<file path="config.mk">
export PLATFORM = sky130hd
export DESIGN_NAME = sync_serial_port
export DESIGN_NICKNAME = d
export VERILOG_FILES = /design/src/rtl/ssp_pkg.sv /design/src/rtl/ssp_ctrl.sv /design/src/rtl/ssp_datapath.sv /design/src/rtl/sync_serial_port.sv
export SDC_FILE = /design/constraint.sdc
export NUM_CORES = 1
export LEC_CHECK = 0
export BUFFER_PORTS_ARGS = -buffer_cell sky130_fd_sc_hd__buf_2
export CORE_UTILIZATION = 50
export CTS_CLUSTER_DIAMETER = 80
export CTS_CLUSTER_SIZE = 28
export DETAILED_ROUTE_END_ITERATION = 12
export PLACE_DENSITY = 0.73
export SLEW_MARGIN = 20
export SYNTH_ARGS = -nofsm -noshare
export SYNTH_HDL_FRONTEND = slang
export SYNTH_SLANG_ARGS = --single-unit
</file>
<file path="constraint.sdc">
create_clock -name clk -period 1.94 [get_ports clk]
set_clock_uncertainty 0.1 [all_clocks]
set_input_delay 0 -clock clk [delete_from_list [all_inputs] [get_ports clk]]
set_output_delay 0 -clock clk [all_outputs]
set_load 0.02 [all_outputs]
</file>
<file path="src/rtl/ssp_pkg.sv">
package ssp_pkg;
  localparam logic [1:0] ADDR_TX  = 2'd0;
  localparam logic [1:0] ADDR_RX  = 2'd1;
  localparam logic [1:0] ADDR_CTL = 2'd2;
  localparam logic [1:0] ADDR_STS = 2'd3;

  typedef struct packed {
    logic wrHold;   // capture CPU word into transmit holding
    logic loadTx;   // holding -> transmit shifter
    logic shiftTx;  // advance transmit shifter by one bit
    logic shiftRx;  // take one receive bit
    logic xferRx;   // receive shifter -> receive holding
  } sspStrobe_t;
endpackage

</file>
<file path="src/rtl/ssp_ctrl.sv">
module ssp_ctrl import ssp_pkg::*; #(
  parameter int WORD_W  = 16,
  parameter int CLK_DIV = 2
) (
  input  logic       clk,
  input  logic       rst_n,
  input  logic       wrEn,
  input  logic       rdEn,
  input  logic [1:0] addr,
  input  logic [3:0] wrLow,
  input  logic       rxClk,
  input  logic       rxFrame,
  output sspStrobe_t st,
  output logic       txClk,
  output logic       txFrame,
  output logic       txReady,
  output logic       rxReady,
  output logic       txIntFlag,
  output logic       rxIntFlag,
  output logic [3:0] ctl
);
  localparam int CNT_W = $clog2(WORD_W);
  localparam int DIV_W = $clog2(CLK_DIV + 1);

  logic [DIV_W-1:0] divCnt;
  logic             txClkR, wrap, fallTick;
  logic             holdFull, txBusy, txFrameR;
  logic [CNT_W-1:0] txCnt, rxCnt;
  logic             rxClkPrev, rxClkRise, rxActive, rxPend, rxReadyR;
  logic             txReadyPrev, rxReadyPrev, txSet, rxSet;
  logic             wrTx, rdRx, wrCtl, wrSts;

  assign wrTx  = wrEn && addr == ADDR_TX;
  assign rdRx  = rdEn && addr == ADDR_RX;
  assign wrCtl = wrEn && addr == ADDR_CTL;
  assign wrSts = wrEn && addr == ADDR_STS;

  // serial clock generator
  assign wrap     = divCnt == DIV_W'(CLK_DIV - 1);
  assign fallTick = wrap && txClkR;

  always_ff @(posedge clk or negedge rst_n) begin
    if (!rst_n) begin
      divCnt <= '0;
      txClkR <= 1'b0;
    end else begin
      divCnt <= wrap ? '0 : divCnt + 1'b1;
      if (wrap) txClkR <= ~txClkR;
    end
  end

  // transmit sequencing
  assign st.wrHold  = wrTx;
  assign st.loadTx  = fallTick && holdFull && (!txBusy || txCnt == '0);
  assign st.shiftTx = fallTick && txBusy && txCnt != '0;

  always_ff @(posedge clk or negedge rst_n) begin
    if (!rst_n) begin
      holdFull <= 1'b0;
      txBusy   <= 1'b0;
      txCnt    <= '0;
      txFrameR <= 1'b0;
    end else begin
      if (wrTx)           holdFull <= 1'b1;
      else if (st.loadTx) holdFull <= 1'b0;
      if (st.loadTx) begin
        txBusy   <= 1'b1;
        txCnt    <= CNT_W'(WORD_W - 1);
        txFrameR <= 1'b1;
      end else if (fallTick) begin
        txFrameR <= 1'b0;
        if (txBusy) begin
          if (txCnt != '0) txCnt  <= txCnt - 1'b1;
          else             txBusy <= 1'b0;
        end
      end
    end
  end

  // receive sequencing
  assign rxClkRise = rxClk && !rxClkPrev;
  assign st.shiftRx = rxClkRise && !rxPend && (rxActive || rxFrame);
  assign st.xferRx  = rxPend && !rxReadyR;

  always_ff @(posedge clk or negedge rst_n) begin
    if (!rst_n) begin
      rxClkPrev <= 1'b0;
      rxActive  <= 1'b0;
      rxCnt     <= '0;
      rxPend    <= 1'b0;
      rxReadyR  <= 1'b0;
    end else begin
      rxClkPrev <= rxClk;
      if (st.shiftRx) begin
        if (!rxActive) begin
          rxActive <= 1'b1;
          rxCnt    <= CNT_W'(WORD_W - 2);
        end else if (rxCnt == '0) begin
          rxActive <= 1'b0;
          rxPend   <= 1'b1;
        end else begin
          rxCnt <= rxCnt - 1'b1;
        end
      end else if (st.xferRx) begin
        rxPend <= 1'b0;
      end
      if (st.xferRx)  rxReadyR <= 1'b1;
      else if (rdRx)  rxReadyR <= 1'b0;
    end
  end

  // interrupt flags and control
  assign txSet = txReady && !txReadyPrev && ctl[0] && ctl[1];
  assign rxSet = rxReadyR && !rxReadyPrev && ctl[2] && ctl[3];

  always_ff @(posedge clk or negedge rst_n) begin
    if (!rst_n) begin
      txReadyPrev <= 1'b1;
      rxReadyPrev <= 1'b0;
      txIntFlag   <= 1'b0;
      rxIntFlag   <= 1'b0;
      ctl         <= '0;
    end else begin
      txReadyPrev <= txReady;
      rxReadyPrev <= rxReadyR;
      txIntFlag   <= txSet || (txIntFlag && !(wrSts && wrLow[2]));
      rxIntFlag   <= rxSet || (rxIntFlag && !(wrSts && wrLow[3]));
      if (wrCtl) ctl <= wrLow;
    end
  end

  assign txReady = !holdFull;
  assign rxReady = rxReadyR;
  assign txClk   = txClkR;
  assign txFrame = txFrameR;

  assert_write_clears_ready_R1: assert property (@(posedge clk) disable iff (!rst_n)
    wrTx |=> !txReady);
  assert_load_sets_ready_R2: assert property (@(posedge clk) disable iff (!rst_n)
    (st.loadTx && !wrTx) |=> (txReady && txFrame));
  assert_xfer_sets_ready_R4: assert property (@(posedge clk) disable iff (!rst_n)
    st.xferRx |=> rxReady);
  assert_read_clears_ready_R5: assert property (@(posedge clk) disable iff (!rst_n)
    (rdRx && rxReady) |=> !rxReady);
  assert_tx_irq_gate_R7: assert property (@(posedge clk) disable iff (!rst_n)
    ($rose(txReady) && ctl[0] && ctl[1]) |=> txIntFlag);
  assert_rx_irq_gate_R8: assert property (@(posedge clk) disable iff (!rst_n)
    ($rose(rxReady) && ctl[2] && ctl[3]) |=> rxIntFlag);
  assert_w1c_tx_R9: assert property (@(posedge clk) disable iff (!rst_n)
    (wrSts && wrLow[2] && !txSet) |=> !txIntFlag);
  assert_sticky_rx_R9: assert property (@(posedge clk) disable iff (!rst_n)
    (rxIntFlag && !(wrSts && wrLow[3])) |=> rxIntFlag);
endmodule

</file>
<file path="src/rtl/ssp_datapath.sv">
module ssp_datapath import ssp_pkg::*; #(
  parameter int WORD_W = 16
) (
  input  logic              clk,
  input  logic              rst_n,
  input  sspStrobe_t        st,
  input  logic [WORD_W-1:0] wrData,
  input  logic              rxBit,
  input  logic [1:0]        addr,
  input  logic [3:0]        ctl,
  input  logic              txReady,
  input  logic              rxReady,
  input  logic              txIntFlag,
  input  logic              rxIntFlag,
  output logic              txBit,
  output logic [WORD_W-1:0] rdData
);
  localparam int PAD_W = WORD_W - 4;

  logic [WORD_W-1:0] holdTx, txSr, rxSr, rxHold;

  always_ff @(posedge clk or negedge rst_n) begin
    if (!rst_n) begin
      holdTx <= '0;
      txSr   <= '0;
      rxSr   <= '0;
      rxHold <= '0;
    end else begin
      if (st.wrHold)       holdTx <= wrData;
      if (st.loadTx)       txSr   <= holdTx;
      else if (st.shiftTx) txSr   <= {txSr[WORD_W-2:0], 1'b0};
      if (st.shiftRx)      rxSr   <= {rxSr[WORD_W-2:0], rxBit};
      if (st.xferRx)       rxHold <= rxSr;
    end
  end

  assign txBit = txSr[WORD_W-1];

  always_comb begin
    unique case (addr)
      ADDR_RX:  rdData = rxHold;
      ADDR_CTL: rdData = {{PAD_W{1'b0}}, ctl};
      ADDR_STS: rdData = {{PAD_W{1'b0}}, rxIntFlag, txIntFlag, rxReady, txReady};
      default:  rdData = '0;
    endcase
  end

  assert_msb_first_R3: assert property (@(posedge clk) disable iff (!rst_n)
    st.loadTx |=> (txBit == $past(holdTx[WORD_W-1])));
  assert_hold_frozen_R6: assert property (@(posedge clk) disable iff (!rst_n)
    rxReady |=> $stable(rxHold));
endmodule

</file>
<file path="src/rtl/sync_serial_port.sv">
module sync_serial_port import ssp_pkg::*; #(
  parameter int WORD_W  = 16,
  parameter int CLK_DIV = 2
) (
  input  logic              clk,
  input  logic              rst_n,
  input  logic              wrEn,
  input  logic              rdEn,
  input  logic [1:0]        addr,
  input  logic [WORD_W-1:0] wrData,
  output logic [WORD_W-1:0] rdData,
  output logic              txClk,
  output logic              txFrame,
  output logic              txData,
  input  logic              rxClk,
  input  logic              rxFrame,
  input  logic              rxData,
  output logic              txIrq,
  output logic              rxIrq
);
  sspStrobe_t st;
  logic       txReady, rxReady, txIntFlag, rxIntFlag;
  logic [3:0] ctl;

  ssp_ctrl #(.WORD_W(WORD_W), .CLK_DIV(CLK_DIV)) ctrl_i (
    .clk(clk), .rst_n(rst_n), .wrEn(wrEn), .rdEn(rdEn), .addr(addr),
    .wrLow(wrData[3:0]), .rxClk(rxClk), .rxFrame(rxFrame), .st(st),
    .txClk(txClk), .txFrame(txFrame), .txReady(txReady), .rxReady(rxReady),
    .txIntFlag(txIntFlag), .rxIntFlag(rxIntFlag), .ctl(ctl)
  );

  ssp_datapath #(.WORD_W(WORD_W)) dp_i (
    .clk(clk), .rst_n(rst_n), .st(st), .wrData(wrData), .rxBit(rxData),
    .addr(addr), .ctl(ctl), .txReady(txReady), .rxReady(rxReady),
    .txIntFlag(txIntFlag), .rxIntFlag(rxIntFlag), .txBit(txData), .rdData(rdData)
  );

  assign txIrq = txIntFlag;
  assign rxIrq = rxIntFlag;
endmodule

</file>
[After elaboration in Yosys (flattened, before gate mapping)]
Index checks and enable logic that the tools add are counted.
Storage, ports and cells
  RAM bits: 0
  memories kept: 0
  latch bits: 0
  register bits: 90
  output and inout port bits: 21
  bits of input ports: 25
  bits in read-only memories: 0
  logic and storage cells: 107
Cells by class
  order comparisons: 0
  add/subtract/negate cells: 3
  divide/modulo/power cells: 0
  bitwise logic cells: 1
  reductions and logical operators: 50
  shift-type cells: 0
  mux-type cells: 26
  multiply operators: 0
  eq/ne operators: 7
Operators by type and width (count)
  $pmux W16 S3: 1
  $mux W16: 2
  $mux W4: 6
  $logic_and A1 B1 Y1: 23
  $mux W1: 16
  $reduce_bool A2 Y1: 7
  $logic_not A1 Y1: 9
  $logic_not A4 Y1: 2
  $sub A4 B1 Y4 const B: 2
  $ne A2 B2 Y1 const B: 3
  $reduce_and A3 Y1: 2
  $eq A2 B1 Y1 const B: 2
  $eq A2 B2 Y1 const B: 2
  $logic_or A1 B1 Y1: 4
  $reduce_bool A4 Y1: 1
  $add A2 B1 Y2 const B: 1
  $logic_not A2 Y1: 1
  $mux W2: 1
  $reduce_and A2 Y1: 1
  $not A1 Y1: 1

[Longest topological paths before layout]
Gate-level depths: netlist of run 1.
  depth after elaboration: 6
  depth in mapped cells: 8

[Cells and area by module]
From an unflattened synthesis of run 1, not the netlist that was laid out.
Unflattened totals
  cell total of the unflattened synthesis: 295
  area, all modules: 3927.5 µm²
Modules (own cells, without submodules)
  ssp_datapath: cells each 193, instances 1, area each 2720.1 µm²
  ssp_ctrl: cells each 102, instances 1, area each 1207.4 µm²

[Worst setup path before layout of run 1]
No wires, ideal clock.
  path kind: reg2reg
  start point: reg ctrl_i.txCnt[0]
  end point: reg dp_i.txSr[10]
  data arrival time: 1.781 ns
  stages on the path, launching flop included: 9
  path slack: -0.052 ns
  cell sequence: dfrtp_1 > inv_1 > ha_1 > or3b_1 > buf_6 > and3_4 > buf_6 > buf_8 > a222oi_1
Between the ends
  word-level cells in the longest chain between the ends: 4
  elaborated cells between the ends (all ways): 7
RTL lines
  start: declaration: line ssp_ctrl.sv:28  | logic [CNT_W-1:0] txCnt, rxCnt;
  start signal: assignment: line ssp_ctrl.sv:68  | txCnt <= CNT_W'(WORD_W - 1);
  start signal: assignment: line ssp_ctrl.sv:73  | if (txCnt != '0) txCnt <= txCnt - 1'b1;
  $logic_not A4 Y1: line ssp_ctrl.sv:54  | assign st.loadTx = fallTick && holdFull && (!txBusy || txCnt == '0);
  $logic_or A1 B1 Y1: line ssp_ctrl.sv:54
  $logic_and A1 B1 Y1: line ssp_ctrl.sv:54
  $mux W16 or $reduce_bool A2 Y1 (tied branches)
  end signal: assignment: line ssp_datapath.sv:30  | if (st.loadTx) txSr <= holdTx;
  end signal: assignment: line ssp_datapath.sv:31  | else if (st.shiftTx) txSr <= {txSr[WORD_W-2:0], 1'b0};
  end: declaration: line ssp_datapath.sv:20  | logic [WORD_W-1:0] holdTx, txSr, rxSr, rxHold;
Parallel ways exist; a longest one is shown, timed or not.
A chain may end at the register's enable or synchronous reset.

[Worst setup path after layout of run 1]
  start point: reg ctrl_i.txCnt[1]
  end point: reg dp_i.txSr[14]
The elaborated chain is that of the path after synthesis.

==> results of run 1 <==
routing by layer:
metal / vias up / share of wire [%]
met4: 0 / 1.6
met1: 1328 / 46
met5: - / 0
li1: 1241 / -
met2: 55 / 49
met3: 13 / 3.5
final timing paths:
check                                startpoint               end  slack, ns  depth (start not counted)
worst max-delay path            ctrl_i.txCnt[1]     dp_i.txSr[14]       0.09                          6
worst min-delay path                      rst_n      dp_i.txSr[8]       0.10                          2
worst max register to register  ctrl_i.txCnt[1]     dp_i.txSr[14]       0.09                          6
worst min register to register   ctrl_i.txFrame    ctrl_i.txFrame       0.38                          1
max in group asynchronous                 rst_n     dp_i.rxSr[13]       1.02                          3
min in group clk                          rxClk  ctrl_i.rxClkPrev       0.21                          2
timing repair:
action,CTS,global route
resized for setup,1,1
pin swaps,0,1
gates cloned,0,1
setup buffers,0,1
hold buffers,24,0
setup endpoints to repair,2,4
hold endpoints to repair,74,0
cell families (layout without fill, tap and decap cells):
kind of cell,count (synthesis),in the layout
AO/OA/AOI/OAI,58,58
XOR/XNOR,1,1
adder cells (fa/ha/maj),2,2
buffers and inverters,57,132
flip-flops,90,90
multiplexers,45,45
AND/OR/NAND/NOR,60,61
synth_stat cells, drive strengths merged (2+ instances only):
master and instances:
o21ai 18, ha 2, a31oi 2, nand3b 2, nor2 4, inv 39
a21oi 5, and2 12, clkbuf 11, nor3 3, nor2b 3, nor3b 2
a21o 3, or3b 2, mux2 42, nand2 20, buf 7, a22o 6
a222oi 15, nand4b 3, nand2b 2, nand4 3, dfrtp 89, mux2i 3
stage by stage:
stage / std cells / total power (uW)
2_1_floorplan: 313 / 3120
3_3_place_gp: 447 / 3380
3_5_place_dp: 447 / 3420
4_1_cts: 486 / 4840
5_1_grt: 488 / 5080
6_report: 488 / 4790
flip-flops by register name, indices dropped and copies added, names as in the netlist, 2 cells and up:
register and cells:
dp_i.holdTx 16, dp_i.rxSr 16, dp_i.rxHold 16, dp_i.txSr 16
ctrl_i.divCnt 2, ctrl_i.ctl 4, ctrl_i.txCnt 4, ctrl_i.rxCnt 4
final cells by class:
cell class              count  area [um^2]  area share (%)
repair buffers             78          586            12.5
clock inverters             6         90.1            1.92
multi-input cells         167         1360            29.1
clock buffers               9          124            2.64
inverters                  39          146            3.12
well taps                  99          124            2.64
flip-flops and latches     90         2250            48.1
where the power goes:
group / leakage (uW) / internal, uW / switching [uW]
registers: 0.00114 / 2270 / 272
clock network: 0.000106 / 723 / 653
logic: 0.00106 / 479 / 392
total: 0.00231 / 3480 / 1320
==> impl_metrics.yaml, run 1 <==
run_status:
  outcome: "complete, no violations"
global_routing:
  grtUsageMet3_pct: 3.66
  grt_overflow: 0
  antenna_found_initial: 0
  grt.busiest_layer: "met2"
  grt_usage_pct: 19.7
  use_met1_pct: 26.5
  grt.met2_usage_pct: 31.6
  grt_pass1_wl_um: 12000
  first_global_vias: 2601
  grt_max_degree: 48
route:
  num_vias: 2637
  drtPass1Iterations: 5
  drt-initial-drc-count: 183
  wl_um: 7070
  vias_per_cell: 5.40
  drc: 0
  ant_nets: 0
  wl_per_cell_um: 14.5
yosys:
  yosys.area_share.simple_pct: 9.07
  synth-edff-count: 0
  synth.avg_cell_area_um2: 12.3
  yosys.area_share.xor_xnor_pct: 0.228
  yosysTopAreaCell: "dfrtp_1"
  synth-seq-cells: 90
  synthMuxAreaShare_pct: 13.1
  syn_area_um2: 3830
  yosysSeqAreaShare_pct: 58.8
  synth_top_family_by_area: "multiplexers"
  synth-compound-area-share_pct: 11.7
  synth_fa_ha_area_share_pct: 0.653
  synth_cell_type_count: 46
  synth_cells: 313
  synth_warnings: 0
  ys.flop_type: "dfrtp_1"
  synth.area.top_cells: "dfrtp_1 (58%), mux2_2 (12%), a222oi_1 (3.9%)"
  async_flop_share_pct: 100
  synth_top_area_share_pct: 58.1
  synth_fp_nets: 340
finish:
  final_util_pct: 63.9
  layout_commonest_cell: "dfrtp_1"
  fin_nets: 412
  area_delta_synth_final_pct: 22.2
  num-fill-cells: 566
  mostFrequentLayoutCells: "dfrtp_1 (89), buf_2 (44), mux2_2 (42), inv_1 (37), dlygate4sd3_1 (24)"
  final_layout_size_suffix_gt1_share_pct: 31.9
  final_area_um2: 4690
  diodes: 0
pwr:
  irDropWorstVdd_v: 0.000649
  power_leakage_uw: 0.00231
  power_density_nw_per_um2: 1020
die:
  die_w_um: 89.6
  ios: 46
  start_util_pct: 52.3
  core-area_um2: 7330
  die-area_um2: 8020
  die_h_um: 89.6
  rows: 31
sta:
  worst_pin_slew_ns: 0.611
  finalHoldViolations: 0
  setup_violations: 0
  drv_slew: 0
  fmax_mhz: 540
  max_slew_margin_pct: 59.2
  finalCritPeriodShare_pct: 95.4
  setup-tns-final_ns: 0
  rsz0062_at_grt: "true"
  setup_ws_ns: 0.0894
  whs_ns: 0.101
  fin_crit_ns: 1.85
placement:
  dp_hpwl_um: 4430
  dp_worst_setup_slack_ns: -0.00422
  place_area_um2: 4210
  io_buffers: 45
  routabilityCongestion: 0.797
critical_path:
  crit_buf_inv: 2
  crit_type: "register to register"
  cp.required_ns: 2.07
  crit_path_end_kind: "register"
  cpMaxStageDelayCell: "or3b_4"
  cp.arrival_ns: 1.98
  crit_family: "simple AND/OR/NAND/NOR gates"
  cp_max_fo: 18
  path_cells: "inv_2 > ha_4 > or3b_4 > a31oi_2 > buf_12 > a222oi_1"
  slowest_delay_ns: 0.43
  crit_path_start_kind: "register"
clock_network:
  cts.sinks: 90
  cts_made_buffers: 9
  cts_buffer_depth: 2
  clk_pin_slew_ns: 0.09
  htree_levels: 3
  clock_latency_ns: 0.35
  cts_root_buffer: "clkbuf_8"
  cts_tree: "yes"
worst_hold_path:
  min_path_type: "primary input to async pin"
job:
  drv_cap: 0
(Power assumes the default switching activity.)
==> run 2, diff against run 1 <==
--- a/config.mk
+++ b/config.mk
@@ -10,7 +10,7 @@
 export CTS_CLUSTER_DIAMETER = 80
 export CTS_CLUSTER_SIZE = 28
 export DETAILED_ROUTE_END_ITERATION = 12
-export PLACE_DENSITY = 0.73
+export PLACE_DENSITY = 0.7
 export SLEW_MARGIN = 20
 export SYNTH_ARGS = -nofsm -noshare
 export SYNTH_HDL_FRONTEND = slang
==> constraint.sdc (replaced) <==
create_clock -name clk -period 2.1 [get_ports clk]
set_clock_uncertainty 0.1 [all_clocks]
set_input_delay 0 -clock clk [delete_from_list [all_inputs] [get_ports clk]]
set_output_delay 0 -clock clk [all_outputs]
set_load 0.02 [all_outputs]
==> impl_metrics.yaml, run 2 (same netlist as run 1, synthesis figures left out) <==
clock_network:
  postCtsSetupRepairBufs: 0
  htree_levels: 3
  cts_root_buffer: "clkbuf_8"
  cts_buffer_depth: 2
  cts_tree: "yes"
  clk_pin_slew_ns: 0.09
  clock_latency_ns: 0.36
  cts_made_buffers: 9
  cts.sinks: 90
sta:
  setup_violations: 0
  finalCritPeriodShare_pct: 90.1
  drv_slew: 0
  fmax_mhz: 528
  rsz0062_at_grt: "false"
  fin_crit_ns: 1.89
  worst_pin_slew_ns: 0.631
  setup_ws_ns: 0.208
  finalHoldViolations: 0
  setup-tns-final_ns: 0
  max_slew_margin_pct: 57.8
route:
  ant_nets: 0
  drc: 0
  num_vias: 2611
  vias_per_cell: 5.37
  drt-initial-drc-count: 203
  wl_per_cell_um: 13.8
  drtPass1Iterations: 6
  wl_um: 6720
worst_hold_path:
  min_path_type: "primary input to async pin"
global_routing:
  grt_pass1_wl_um: 11900
  grt_overflow: 0
  antenna_found_initial: 0
  first_global_vias: 2647
  grt_max_degree: 48
  grt_usage_pct: 19.7
finish:
  area_delta_synth_final_pct: 21.1
  diodes: 0
  final_util_pct: 63.4
  final_layout_size_suffix_gt1_share_pct: 30.7
  mostFrequentLayoutCells: "dfrtp_1 (89), buf_2 (44), mux2_2 (42), inv_1 (39), dlygate4sd3_1 (24)"
  layout_commonest_cell: "dfrtp_1"
  fin_nets: 409
placement:
  dp_worst_setup_slack_ns: 0.110
  io_buffers: 45
  routabilityCongestion: 0.809
  dp_hpwl_um: 4340
critical_path:
  crit_path_end_kind: "register"
  path_cells: "inv_1 > ha_1 > or3b_4 > and3_4 > a222oi_1"
  cpMaxStageDelayCell: "or3b_4"
  cp.required_ns: 2.25
  slowest_delay_ns: 0.43
  cp.arrival_ns: 2.04
  cp_max_fo: 17
  crit_path_start_kind: "register"
  crit_type: "register to register"
die:
  die_h_um: 89.6
  die-area_um2: 8020
  rows: 31
  start_util_pct: 52.3
  die_w_um: 89.6
  ios: 46
  core-area_um2: 7330
pwr:
  total_power_uw: 4370
  power_leakage_uw: 0.00229
  irDropWorstVdd_v: 0.000559
  power_density_nw_per_um2: 940
job:
  drv_cap: 0
run_status:
  outcome: "complete, no violations"
## run 2: cell types whose count changed in the layout (fill, tap and decap cells not counted)
| cell | previous run | this run |
|---|---|---|
| clkbuf_8 | 9 | 11 |
| inv_2 | 2 | 0 |
| ha_4 | 1 | 0 |
| inv_6 | 1 | 2 |
| buf_4 | 6 | 4 |
| ha_1 | 1 | 2 |
| inv_1 | 37 | 39 |
| bufinv_16 | 2 | 1 |
| and3_4 | 2 | 1 |
| clkinv_4 | 1 | 0 |
## run 2: repair_timing
| item | CTS | global route |
|---|---|---|
| resized for setup | 0 | 1 |
| hold buffers | 24 | 0 |
| endpoints found under the hold margin | 106 | 0 |
| setup endpoints to repair | 0 | 6 |
## run 2: path summary, 6_finish.rpt
check	start	to	slack [ns]	cells after the start
worst max register to register	ctrl_i.txCnt[0]	dp_i.txSr[8]	0.21	5
worst min register to register	ctrl_i.rxReadyPrev	ctrl_i.rxIntFlag	0.39	2
min in group clk	rxClk	ctrl_i.rxClkPrev	0.21	2
worst max-delay path	ctrl_i.txCnt[0]	dp_i.txSr[8]	0.21	5
worst min-delay path	rst_n	ctrl_i.divCnt[1]	0.07	2
max in group asynchronous	rst_n	dp_i.rxSr[15]	1.20	3
## run 2: per-layer routing
layer / global-route usage, % / part of all wire (%)
met1: 25.7 / 45
met2: 31.7 / 50
met3: 5.67 / 4.3
met4: 7.22 / 1.2
met5: 0 / 0
## run 2: metrics by stage
| stage | hold WS (ns) | instance area [um^2] | cells |
|---|---|---|---|
| 5_1_grt | 0.132 | 4650 | 486 |
| 2_1_floorplan | -0.396 | 3830 | 313 |
| 3_5_place_dp | -0.0682 | 4190 | 446 |
| 3_3_place_gp | -0.0661 | 4190 | 446 |
| 4_1_cts | 0.0794 | 4640 | 486 |
| 6_report | 0.0711 | 4650 | 486 |
## run 2: power breakdown
group,internal (uW),total [uW],switching (uW)
Combinational,440,794,354
Sequential,2100,2340,244
Clock,622,1230,607
Total,3160,4370,1200
## run 2: worst max-delay path: cells and delay by family, from the launching register on
family                     cells  cell delay, ns
and+or+nand+nor                2            0.68
buffers and inverters          1            0.09
adders and majority gates      1            0.17
DFF                            1            0.39
AOI/OAI and AO/OA              1            0.35
## run 2: cell type report
type	count	area [um^2]
Sequential cell	90	2250
Clock inverter	5	60.1
Multi-Input combinational cell	166	1340
Fill cell	571	2690
Timing Repair Buffer	76	571
Tap cell	99	124
Inverter	39	146
Clock buffer	11	151
==> run 3, diff against run 2 <==
--- a/config.mk
+++ b/config.mk
@@ -5,12 +5,11 @@
 export SDC_FILE = /design/constraint.sdc
 export NUM_CORES = 1
 export LEC_CHECK = 0
-export BUFFER_PORTS_ARGS = -buffer_cell sky130_fd_sc_hd__buf_2
 export CORE_UTILIZATION = 50
 export CTS_CLUSTER_DIAMETER = 80
 export CTS_CLUSTER_SIZE = 28
 export DETAILED_ROUTE_END_ITERATION = 12
-export PLACE_DENSITY = 0.7
+export DONT_BUFFER_PORTS = 1
 export SLEW_MARGIN = 20
 export SYNTH_ARGS = -nofsm -noshare
 export SYNTH_HDL_FRONTEND = slang
==> impl_metrics.yaml, run 3 (same netlist as run 1, synthesis figures left out) <==
route:
  dr_wl_met2_um: 3590
  wl_met1_um: 3230
  wl_per_cell_um: 16.0
  vias_per_cell: 5.49
  wl_met3_um: 376
  num_vias: 2516
  top_layer: "met4"
  drc: 0
  ant_nets: 0
  drtPass1Iterations: 7
  drt-initial-drc-count: 201
  wl_um: 7350
critical_path:
  cp.required_ns: 2.24
  slowest_delay_ns: 0.44
  cp.arrival_ns: 2.07
  crit_type: "register to register"
  regToRegSetupSlack_ns: 0.17
  endpoint: "dp_i.txSr[10]"
  r2r_start: "ctrl_i.txCnt[0]"
  crit_path_end_kind: "register"
  r2r_cells: 5
  reg2reg_to: "dp_i.txSr[10]"
  path_cells: "inv_1 > ha_1 > or3b_4 > and3_4 > a222oi_1"
  cpMaxStageDelayCell: "or3b_4"
  crit_start: "ctrl_i.txCnt[0]"
  cp_max_fo: 17
  crit_path_start_kind: "register"
finish:
  num-fill-cells: 586
  diodes: 0
  area_delta_synth_final_pct: 19.0
  fin_nets: 381
  final_layout_size_suffix_gt1_share_pct: 22.0
  mostFrequentLayoutCells: "dfrtp_1 (89), mux2_2 (42), inv_1 (39), dlygate4sd3_1 (35), nand2_1 (20)"
  final_util_pct: 62.3
  layout_commonest_cell: "dfrtp_1"
global_routing:
  grt_overflow: 0
  antenna_found_initial: 0
  first_global_vias: 2426
  grt_pass1_wl_um: 11700
  grt_max_degree: 91
  grt_usage_pct: 19.7
job:
  drv_cap: 0
sta:
  drv_slew: 0
  fin_crit_ns: 1.93
  worst_pin_slew_ns: 0.609
  finalHoldViolations: 90
  fmax_mhz: 519
  max_slew_margin_pct: 59.3
  whs_ns: -0.780
  finalCritPeriodShare_pct: 91.7
  setup_violations: 0
  setup-tns-final_ns: 0
  rsz0062_at_grt: "false"
run_status:
  outcome: "finished, violations left"
  violations: "hold timing"
clock_network:
  clock_latency_ns: 0.36
  cts_buffer_depth: 2
  htree_levels: 3
  cts_root_buffer: "clkbuf_8"
  cts_made_buffers: 9
  cts.sinks: 90
  cts-hold-fix-buffers: 41
  cts_tree: "yes"
  clk_pin_slew_ns: 0.10
die:
  ios: 46
  die_w_um: 89.6
  core-area_um2: 7330
  die-area_um2: 8020
  rows: 31
  die_h_um: 89.6
  start_util_pct: 52.3
worst_hold_path:
  min_path_type: "primary input to async pin"
pwr:
  power_leakage_uw: 0.00213
  irDropWorstVdd_v: 0.000500
  power_density_nw_per_um2: 934
placement:
  io_buffers: 0
  routabilityCongestion: 0.781
  dp_hpwl_um: 4450
## run 3: cell type report
| type | instances | area, um^2 | area share [%] |
|---|---|---|---|
| flip-flops and latches | 90 | 2250 | 49.4 |
| multi-input cells | 166 | 1350 | 29.5 |
| repair buffers | 48 | 492 | 10.8 |
| inverters | 39 | 146 | 3.21 |
| clock buffers | 9 | 124 | 2.71 |
| well taps | 99 | 124 | 2.71 |
| clock inverters | 7 | 78.8 | 1.73 |
## run 3: metrics by stage
| step | instance area [um^2] | setup WS (ns) | total power (uW) | hold WS, ns | cells |
|---|---|---|---|---|---|
| 2_1_floorplan | 3830 | 0.108 | 2880 | -0.396 | 313 |
| 3_3_place_gp | 3950 | 0.191 | 3010 | -0.393 | 401 |
| 3_5_place_dp | 3950 | 0.0975 | 3040 | -0.393 | 401 |
| 4_1_cts | 4560 | 0.0369 | 4320 | -0.795 | 458 |
| 5_1_grt | 4560 | 0.0791 | 4510 | -0.807 | 458 |
| 6_report | 4560 | 0.174 | 4260 | -0.780 | 458 |
## run 3: power by group
part / leakage [uW] / total (uW) / internal [uW] / switching (uW)
Combinational: 0.000899 / 710 / 412 / 298
Clock: 0.0000921 / 1190 / 557 / 633
Sequential: 0.00114 / 2360 / 2100 / 262
Total: 0.00213 / 4260 / 3070 / 1190
## run 3: worst max-delay path, delay by kind of cell, from the launching register on
| kind | cells | cell delay [ns] |
|---|---|---|
| simple gates | 2 | 0.70 |
| compound gates | 1 | 0.36 |
| fa+ha+maj | 1 | 0.18 |
| buf+inv | 1 | 0.09 |
| flops | 1 | 0.38 |
## run 3: what timing repair did
action / in CTS / in global routing
setup buffers: 0 / 4
setup endpoints to repair: 0 / 9
gates resized for setup: 0 / 4
endpoints found under the hold margin: 121 / 90
## run 3: per-layer routing
metal / up-vias / track usage [%]
met3: 17 / 6.86
met1: 1256 / 24.8
met4: 0 / 8.23
met2: 64 / 31.1
li1: 1179 / -
met5: - / 0
## run 3: worst min-delay path by stage
stage | cells past startpoint | slack [ns] | end
after floorplan | 0 | -0.40 | ctrl_i.ctl[0]
after detailed placement | 0 | -0.39 | ctrl_i.divCnt[0]
after CTS | 0 | -0.79 | ctrl_i.divCnt[0]
after global routing | 0 | -0.81 | ctrl_i.divCnt[0]
after global placement | 0 | -0.39 | ctrl_i.txCnt[3]
final | 0 | -0.78 | ctrl_i.txBusy
